**src/rtl/serreg_pkg.sv**
```systemverilog
package serreg_pkg;
  localparam int DATA_W     = 8;
  localparam int ADDR_W     = 5;
  localparam int NREGS      = 1 << ADDR_W;
  localparam int FRAME_BITS = 2 * DATA_W;
  localparam int CNT_W      = $clog2(FRAME_BITS + 1);
  localparam int SYNC_DEPTH = 2;
endpackage

```
**src/rtl/serreg_sync.sv**
```systemverilog
module serreg_sync #(
  parameter int             WIDTH   = 1,
  parameter int             STAGES  = 2,
  parameter logic [WIDTH-1:0] RST_VAL = '0
) (
  input  logic             clk,
  input  logic             rst_n,
  input  logic [WIDTH-1:0] d_i,
  output logic [WIDTH-1:0] q_o
);
  logic [STAGES-1:0][WIDTH-1:0] stg_q;

  always_ff @(posedge clk or negedge rst_n) begin
    if (!rst_n) begin
      for (int s = 0; s < STAGES; s++) stg_q[s] <= RST_VAL;
    end else begin
      stg_q[0] <= d_i;
      for (int s = 1; s < STAGES; s++) stg_q[s] <= stg_q[s-1];
    end
  end

  assign q_o = stg_q[STAGES-1];
endmodule

```
**src/rtl/serreg_edge.sv**
```systemverilog
module serreg_edge (
  input  logic clk,
  input  logic rst_n,
  input  logic sclk_s,
  input  logic csn_s,
  output logic sclk_rise,
  output logic sclk_fall,
  output logic cs_act
);
  logic sclk_d;

  always_ff @(posedge clk or negedge rst_n) begin
    if (!rst_n) sclk_d <= 1'b0;
    else        sclk_d <= sclk_s;
  end

  assign sclk_rise = sclk_s & ~sclk_d;
  assign sclk_fall = ~sclk_s & sclk_d;
  assign cs_act    = ~csn_s;
endmodule

```
**src/rtl/serreg_engine.sv**
```systemverilog
module serreg_engine
  import serreg_pkg::*;
#(
  parameter int DW = DATA_W,
  parameter int AW = ADDR_W,
  parameter int CW = CNT_W
) (
  input  logic          clk,
  input  logic          rst_n,
  input  logic          cs_act,
  input  logic          sclk_rise,
  input  logic          sclk_fall,
  input  logic          sdi,
  input  logic [DW-1:0] rd_data_i,
  output logic [AW-1:0] addr_o,
  output logic          wr_stb_o,
  output logic [DW-1:0] wr_data_o,
  output logic          sdo_o,
  output logic          sdo_en_o,
  output logic          rd_flag_o,
  output logic [CW-1:0] bit_cnt_o
);
  localparam logic [CW-1:0] CMD_END   = CW'(DW);
  localparam logic [CW-1:0] CMD_LAST  = CW'(DW - 1);
  localparam logic [CW-1:0] FRAME_END = CW'(2 * DW);
  localparam logic [CW-1:0] DATA_LAST = CW'(2 * DW - 1);

  logic [CW-1:0] cnt_q, cnt_d;
  logic [DW-1:0] cmd_q, cmd_d;
  logic [DW-1:0] din_q, din_d;
  logic [DW-1:0] dout_q, dout_d;
  logic [DW-1:0] wdat_q, wdat_d;
  logic [AW-1:0] addr_q, addr_d;
  logic          rd_q, rd_d;
  logic          ld_q, ld_d;
  logic          sdo_q, sdo_d;
  logic          en_q, en_d;
  logic          wr_q, wr_d;

  always_comb begin
    cnt_d  = cnt_q;
    cmd_d  = cmd_q;
    din_d  = din_q;
    dout_d = dout_q;
    wdat_d = wdat_q;
    addr_d = addr_q;
    rd_d   = rd_q;
    sdo_d  = sdo_q;
    en_d   = en_q;
    ld_d   = 1'b0;
    wr_d   = 1'b0;
    if (!cs_act) begin
      cnt_d = '0;
      en_d  = 1'b0;
    end else begin
      if (ld_q) dout_d = rd_data_i;
      if (sclk_rise && (cnt_q < FRAME_END)) begin
        cnt_d = cnt_q + 1'b1;
        if (cnt_q < CMD_END) begin
          cmd_d = {sdi, cmd_q[DW-1:1]};
          if (cnt_q == CMD_LAST) begin
            rd_d   = cmd_d[0];
            addr_d = cmd_d[AW:1];
            ld_d   = cmd_d[0];
          end
        end else begin
          din_d = {sdi, din_q[DW-1:1]};
          if ((cnt_q == DATA_LAST) && !rd_q) begin
            wr_d   = 1'b1;
            wdat_d = din_d;
          end
        end
      end
      if (sclk_fall && rd_q && (cnt_q >= CMD_END) && (cnt_q < FRAME_END)) begin
        sdo_d  = dout_q[0];
        dout_d = {1'b0, dout_q[DW-1:1]};
        en_d   = 1'b1;
      end
    end
  end

  always_ff @(posedge clk or negedge rst_n) begin
    if (!rst_n) begin
      cnt_q  <= '0;
      cmd_q  <= '0;
      din_q  <= '0;
      dout_q <= '0;
      wdat_q <= '0;
      addr_q <= '0;
      rd_q   <= 1'b0;
      ld_q   <= 1'b0;
      sdo_q  <= 1'b0;
      en_q   <= 1'b0;
      wr_q   <= 1'b0;
    end else begin
      cnt_q  <= cnt_d;
      cmd_q  <= cmd_d;
      din_q  <= din_d;
      dout_q <= dout_d;
      wdat_q <= wdat_d;
      addr_q <= addr_d;
      rd_q   <= rd_d;
      ld_q   <= ld_d;
      sdo_q  <= sdo_d;
      en_q   <= en_d;
      wr_q   <= wr_d;
    end
  end

  assign addr_o    = addr_q;
  assign wr_stb_o  = wr_q;
  assign wr_data_o = wdat_q;
  assign sdo_o     = sdo_q;
  assign sdo_en_o  = en_q;
  assign rd_flag_o = rd_q;
  assign bit_cnt_o = cnt_q;
endmodule

```
**src/rtl/serreg_bank.sv**
```systemverilog
module serreg_bank
  import serreg_pkg::*;
#(
  parameter int DW = DATA_W,
  parameter int AW = ADDR_W,
  parameter int NR = NREGS
) (
  input  logic          clk,
  input  logic          rst_n,
  input  logic [AW-1:0] addr_i,
  input  logic          wr_stb_i,
  input  logic [DW-1:0] wr_data_i,
  output logic [DW-1:0] rd_data_o
);
  logic [DW-1:0] regs_w [NR];

  for (genvar i = 0; i < NR; i++) begin : g_reg
    logic          sel;
    logic [DW-1:0] val_q;
    assign sel = wr_stb_i && (addr_i == AW'(i));
    always_ff @(posedge clk or negedge rst_n) begin
      if (!rst_n)   val_q <= '0;
      else if (sel) val_q <= wr_data_i;
    end
    assign regs_w[i] = val_q;
  end

  assign rd_data_o = regs_w[addr_i];
endmodule

```
**src/rtl/serreg_port.sv**
```systemverilog
module serreg_port
  import serreg_pkg::*;
(
  input  logic clk,
  input  logic rst_n,
  input  logic sclk_i,
  input  logic csn_i,
  input  logic sdi_i,
  output logic sdo_o,
  output logic sdo_en_o
);
  logic [1:0]        rst_pipe;
  logic              rst_sync_n;
  logic [2:0]        pins_s;
  logic              sclk_rise, sclk_fall, cs_act;
  logic [ADDR_W-1:0] reg_addr;
  logic              wr_stb;
  logic [DATA_W-1:0] wr_data, rd_data;
  logic              rd_flag;
  logic [CNT_W-1:0]  bit_cnt;

  always_ff @(posedge clk or negedge rst_n) begin
    if (!rst_n) rst_pipe <= 2'b00;
    else        rst_pipe <= {rst_pipe[0], 1'b1};
  end
  assign rst_sync_n = rst_pipe[1];

  serreg_sync #(.WIDTH(3), .STAGES(SYNC_DEPTH), .RST_VAL(3'b010)) u_sync (
    .clk   (clk),
    .rst_n (rst_sync_n),
    .d_i   ({sdi_i, csn_i, sclk_i}),
    .q_o   (pins_s)
  );

  serreg_edge u_edge (
    .clk       (clk),
    .rst_n     (rst_sync_n),
    .sclk_s    (pins_s[0]),
    .csn_s     (pins_s[1]),
    .sclk_rise (sclk_rise),
    .sclk_fall (sclk_fall),
    .cs_act    (cs_act)
  );

  serreg_engine u_eng (
    .clk       (clk),
    .rst_n     (rst_sync_n),
    .cs_act    (cs_act),
    .sclk_rise (sclk_rise),
    .sclk_fall (sclk_fall),
    .sdi       (pins_s[2]),
    .rd_data_i (rd_data),
    .addr_o    (reg_addr),
    .wr_stb_o  (wr_stb),
    .wr_data_o (wr_data),
    .sdo_o     (sdo_o),
    .sdo_en_o  (sdo_en_o),
    .rd_flag_o (rd_flag),
    .bit_cnt_o (bit_cnt)
  );

  serreg_bank u_bank (
    .clk       (clk),
    .rst_n     (rst_sync_n),
    .addr_i    (reg_addr),
    .wr_stb_i  (wr_stb),
    .wr_data_i (wr_data),
    .rd_data_o (rd_data)
  );
endmodule

```
**config.mk**
```make
export PLATFORM = sky130hd
export DESIGN_NAME = serreg_port
export DESIGN_NICKNAME = d
export VERILOG_FILES = /design/src/rtl/serreg_pkg.sv /design/src/rtl/serreg_sync.sv /design/src/rtl/serreg_edge.sv /design/src/rtl/serreg_engine.sv /design/src/rtl/serreg_bank.sv /design/src/rtl/serreg_port.sv
export SDC_FILE = /design/constraint.sdc
export NUM_CORES = 1
export LEC_CHECK = 0
export CORE_MARGIN = 4
export CORE_UTILIZATION = 48
export CTS_BUF_LIST = sky130_fd_sc_hd__clkbuf_8
export CTS_CLUSTER_SIZE = 20
export DETAILED_ROUTE_END_ITERATION = 10
export GPL_ROUTABILITY_DRIVEN = 0
export SLEW_MARGIN = 15
export SYNTH_ARGS = -nofsm -noshare
export SYNTH_HDL_FRONTEND = slang
export SYNTH_SLANG_ARGS = --single-unit
export TNS_END_PERCENT = 1
```
**constraint.sdc**
```tcl
create_clock -name clk -period 13.5 [get_ports clk]
set_input_delay 2.025 -clock clk [delete_from_list [all_inputs] [get_ports clk]]
set_output_delay 2.025 -clock clk [all_outputs]
set_load 0.01 [all_outputs]
```
After elaboration in Yosys (flattened, before gate mapping)
Index checks and enable logic that the tools add are counted.

storage, ports and cells
  flip-flop bits (word level) = 312
  bits of input ports = 5

operators by class
  $add $sub $neg = 1
  multiplexer cells = 17
  $lt $le $gt $ge = 4
  equality and inequality tests = 33
  bitwise operators = 7
  reductions and logical operators = 48

operators with widths
  operator             number
  $eq 5x5->1 const B   16
  $eq 5x4->1 const B   9
  $bmux 8 s5           1
  $logic_and 1x1->1    37
  $mux 8               4
  $eq 5x3->1 const B   5
  $eq 5x2->1 const B   2
  $mux 1               10
  $mux 5               2
  $reduce_and 4->1     2
  $ge 6x6->1 const B   1
  $not 5->6            1
  $reduce_and 3->1     2
  $reduce_bool 2->1    3
  $add 5x1->5 const B  1
  $eq 5x1->1 const B   1
  $ge 5x4->1 const B   1
  $logic_not 5->1      1
  $lt 5x4->1 const B   1
  $lt 5x5->1 const B   1
  $not 1->1            4
  $reduce_and 2->1     2
  $and 1x1->1          2
  $logic_not 1->1      1

Depth between registers and ports, before layout
  depth in word-level cells = 7
  depth in mapped cells = 9
  depth with buffers taken out = 6

Hierarchy
Synthesis repeated with hierarchy kept, for this count alone.

unflattened totals
  cells, all modules = 997
  area, all modules = 14263.7 um^2

by module, submodules not included
  module         area an instance (um^2)  cells an instance  instances
  serreg_bank    12019.0                  833                1
  serreg_engine  1971.9                   148                1
  serreg_sync    175.2                    9                  1
  serreg_port    53.8                     3                  1
  serreg_edge    43.8                     4                  1

Least setup slack after synthesis
OpenSTA, ideal clock, no wires.

  path type = register to output
  from = register u_eng.en_q, in the netlist u_eng.sdo_en_o
  to = output port sdo_en_o
  buffers on the path = 0
  data arrival time = 0.384 ns
  path slack = 11.091 ns
  cell stages (with the launch flop) = 1
  required time = 11.475 ns
  path through = dfrtp_1

RTL lines
  element                 line                  RTL
  from (decl)             serreg_engine.sv:37   logic en_q, en_d;
  from (signal assigned)  serreg_engine.sv:105  en_q <= en_d;
  to (decl)               serreg_port.sv:10     output logic sdo_en_o

No word-level cell between the ends.

Final worst setup path
  from = register u_eng.addr_q[0], in the netlist u_eng.addr_o[0]
  to = register u_eng.dout_q[2]

between the ends
  longest elaborated chain between the ends = 6

RTL lines
  element                                     line                  RTL
  from (decl)                                 serreg_engine.sv:33   logic [AW-1:0] addr_q, addr_d;
  from (signal assigned)                      serreg_engine.sv:101  addr_q <= addr_d;
  $not 5->6 (not written as such)             serreg_bank.sv:28     assign rd_data_o = regs_w[addr_i];
  $bmux 8 s5                                  serreg_bank.sv:28
  $mux 8 (not written as such) (2 in series)  serreg_bank.sv:28
  $mux 8                                      serreg_engine.sv:56   if (ld_q) dout_d = rd_data_i;
  $mux 8                                      serreg_engine.sv:74   if (sclk_fall && rd_q && (cnt_q >= CMD_END) && (cnt_q < FRAME_END)) begin
  to (signal assigned)                        serreg_engine.sv:99   dout_q <= dout_d;
  to (decl)                                   serreg_engine.sv:31   logic [DW-1:0] dout_q, dout_d;

No other way between the ends. The select of a mux whose other input is x is not followed.
A chain may end at the register's enable or synchronous reset.

==> metrics.md <==
| Metric | Value |
|---|---|
| Status | completed |
| Minimum clock period | 3.84 ns |
| Die W | 178 µm |
| R2r setup slk | 9.66 ns |
| Mean Syn Cell Area | approximately 15 µm² |
| H-tree Lvls | 2 |
| Dpl hpwl | 20.7 mm |
| Area of the multi-input gates | 5790 µm² |
| Final Cell Area | 15200 µm² |
| RSZ-0062 raised after global routing | false |
| Clock buffer depth | 3 |
| Vias in the first global route | 8745 |
| Hold Crit Endpoint | rst_pipe[1] |
| Register area share after synthesis | 0.560 |
| WP buf/inv | 1 |
| HP Class | reg -> reg |
| Tcrit/Tclk final | 0.284 |
| FP Rows | 61 |
| Ports | 7 |
| Post-Place Cells | 1267 |
| Worst Reg-to-Reg Cells | 6 |
| Worst-Margin Slew | 1.19 ns |
| Total core area | 28200 µm² |
| Effective utilization at floorplan | 0.492 |
| Critical R2R Capture | u_eng.dout_q[2] |
| Skew-Pair Late Insertion Delay | 0.57 ns |
| Slew headroom | 0.209 |
| Share of cells above drive strength 1 | 0.434 |
| Ys async rst share | 1.00 |
| VDD IR max | a little over 0.09 mV |
| PD cells | 115 nW/µm² |
| Global-route wire length before repair | roughly 52 mm |
| Fin nets | between 900 and 1000 |
| PortBufs | 6 |
| WL/cell | between 20 and 25 µm |
| Max capacitance violation total | 0 |
| CTS root buffer | clkbuf_8 |
| Reg area | around 7800 µm² |
| ANT nets after route | 0 |
| WHS | 0.354 ns |
| Syn Std Cell Area | 13900 µm² |
| Core Util, Final | 0.539 |
| Synth cell types | 47 |
| Post-synth EDFFs | 0 |
| Clock skew | between 0.015 and 0.02 ns |
| CP max-delay cell | dfrtp_4 |
| Fin. max-slew vios | 0 |
| DR vias | 7980 |
| Die ar. | 31700 µm² |
| Largest net degree at the start of global routing | 84 |
| Final setup viols | 0 |
| Final hold vios | 0 |
| Critical path type | reg -> reg |
| Starting DRC count in detailed routing | 485 |
| Lkg Pwr | 7.16 nW |
| Largest area contributor in the netlist | dfrtp_1 |
| Top cells by count, synth | dfrtp_1 (308), mux2_2 (289), mux2i_1 (56) |
| Post-Layout Cell Count | about 1400 |
| Final Worst Setup Slack | 9.66 ns |
| P&R area growth vs syn | 9.49% |
| #FFs+latches synth | 310 |
| Hold depth | 0 |
| Dpl cell area | about 14000 µm² |
| Sink Count | a little over 300 |
| Min-Delay Startpoint | rst_pipe[0] |
| CTS tree | yes |
| Fmax | 0.261 GHz |
| DP Worst Slack | a little under 10 ns |
| Worst path max stage delay | approximately 1.1 ns |
| Worst Path Arrival | roughly 4.3 ns |
| Design Power | 1.74 mW |
| Drt pass-1 iters | 5 |
| GRT Overall Usage | 0.215 |
| Top cell type's share of synthesized area | 0.556 |
| Cell Chain, Critical Path | buf_4 > mux4_1 > mux2_2 > a2111oi_0 > nor3_1 > a221o_1 |
| Setup bufs post-CTS | 0 |
| Clk slew on worst S/H paths | 0.06 ns |
| Post-route setup TNS | 0 ns |
| Hold buffers post-CTS | 0 |
| Initial antenna violation count | 0 |
| Critical path peak fanout | 53 |
| Top-count cell post-synth | dfrtp_1 |
| Mapped Cells | 932 |
| Chip height | 178 µm |
| PostCTS Resize Cnt | 0 |
| Crit path max-delay family | flip-flops |
| Gr ovfl total | 0 |
| DR DRC count | 0 |
| Mapped Nets | 940 |
| Launch point of the worst reg-to-reg path | u_eng.addr_o[0] |
| Worst setup SP type | register |
| Num CTS Buffers | 51 |
| Synth warn | 0 |
| Vias per cell | 5.87 |
| CP endpoint kind | register |
| WL final | 32.6 mm |
| Fillcell total | 2312 |
| Ranking of synthesized cells by area | dfrtp_1 (56%), mux2_2 (23%), mux4_2 (5.8%) |
| Synth Flop Type | dfrtp_1 |
| Req. time, crit path | 13.95 ns |
==> worst reg2reg max path: cells and delay by family (launching register included) <==
family,cells,cell delay (ns)
buffers and inverters,1,0.85
and+or+nand+nor,1,0.11
DFF,1,1.06
muxes,2,1.00
AOI/OAI and AO/OA,2,0.71
==> power breakdown <==
group          leakage [nW]  switching, mW  internal, mW  total (mW)
Sequential             4.29         0.0120         0.940       0.952
Combinational          2.28         0.0168       0.00905      0.0258
Clock                 0.586          0.360         0.402       0.762
Total                  7.16          0.389          1.35        1.74
==> metal layers <==
layer	share of wire	up-vias	GRT usage	routed length (µm)
met5	0	-	0	0
met4	0.025	0	0.0670	830
met3	0.032	65	0.0290	1030
met2	0.50	161	0.360	16400
met1	0.44	4277	0.294	14300
li1	-	3477	-	-
==> sequential cells by signal (all words and copies together), names as in the netlist, 3 cells and up <==
| name | count |
|---|---|
| u_eng.din_q | 7 |
| u_eng.dout_q | 8 |
| u_eng.wr_data_o | 8 |
| u_bank.g.val_q | 256 |
| u_eng.addr_o | 5 |
| u_eng.cmd_q | 7 |
| u_sync.stg_q | 3 |
| u_eng.bit_cnt_o | 5 |
| u_sync.q_o | 3 |
==> worst max path at each step <==
stage / start / to / slack, ns / depth (start not counted)
2_1_floorplan: rst_pipe[1] / u_bank.g_reg[0].val_q[0] / 4.22 / 0
3_3_place_gp: u_eng.addr_o[0] / u_eng.dout_q[2] / 9.63 / 6
3_5_place_dp: u_eng.addr_o[0] / u_eng.dout_q[2] / 9.63 / 6
4_1_cts: u_eng.addr_o[0] / u_eng.dout_q[2] / 9.60 / 6
5_1_grt: u_eng.addr_o[0] / u_eng.dout_q[2] / 9.39 / 6
6_report: u_eng.addr_o[0] / u_eng.dout_q[2] / 9.66 / 6
==> logic make-up (layout without fill, tap and decap cells) <==
logic type | after synthesis | count (layout) | synth area share
AOI/OAI and AO/OA | 57 | 57 | 0.0327
and+or+nand+nor | 104 | 104 | 0.0389
xor gates and xnor gates | 3 | 3 | 0.00190
muxes | 385 | 385 | 0.341
DFF | 310 | 310 | 0.560
buffers and inverters | 69 | 117 | 0.0225
adders and majority gates | 3 | 3 | 0.00271
other | 1 | 2 | 0.000271
==> cell usage in the layout (no fill, tap or decap), drive strengths merged, types with 2 or more instances in the layout <==
cell type	count
a2111oi	11
a21oi	3
a221o	2
a22oi	7
a311oi	8
and3	3
buf	14
clkbuf	60
clkdlybuf4s50	6
clkinv	3
dfrtp	308
dfstp	2
ha	3
inv	33
mux2	289
mux2i	56
mux4	40
nand2	24
nand2b	2
nand3	8
nand3b	4
nand4	3
nor2	34
nor2b	7
nor3	10
o221ai	5
o22ai	13
o31ai	5
or3	2
or3b	3
xor2	2
==> area by class of cell <==
cell class	count	area share
multi-input cells	553	0.382
clock buffers	60	0.0544
well taps	378	0.0312
repair buffers	20	0.0109
inverters	6	0.00148
flip-flops and latches	310	0.512
diodes	1	0.000165
clock inverters	31	0.00849
(Power assumes the default switching activity.)
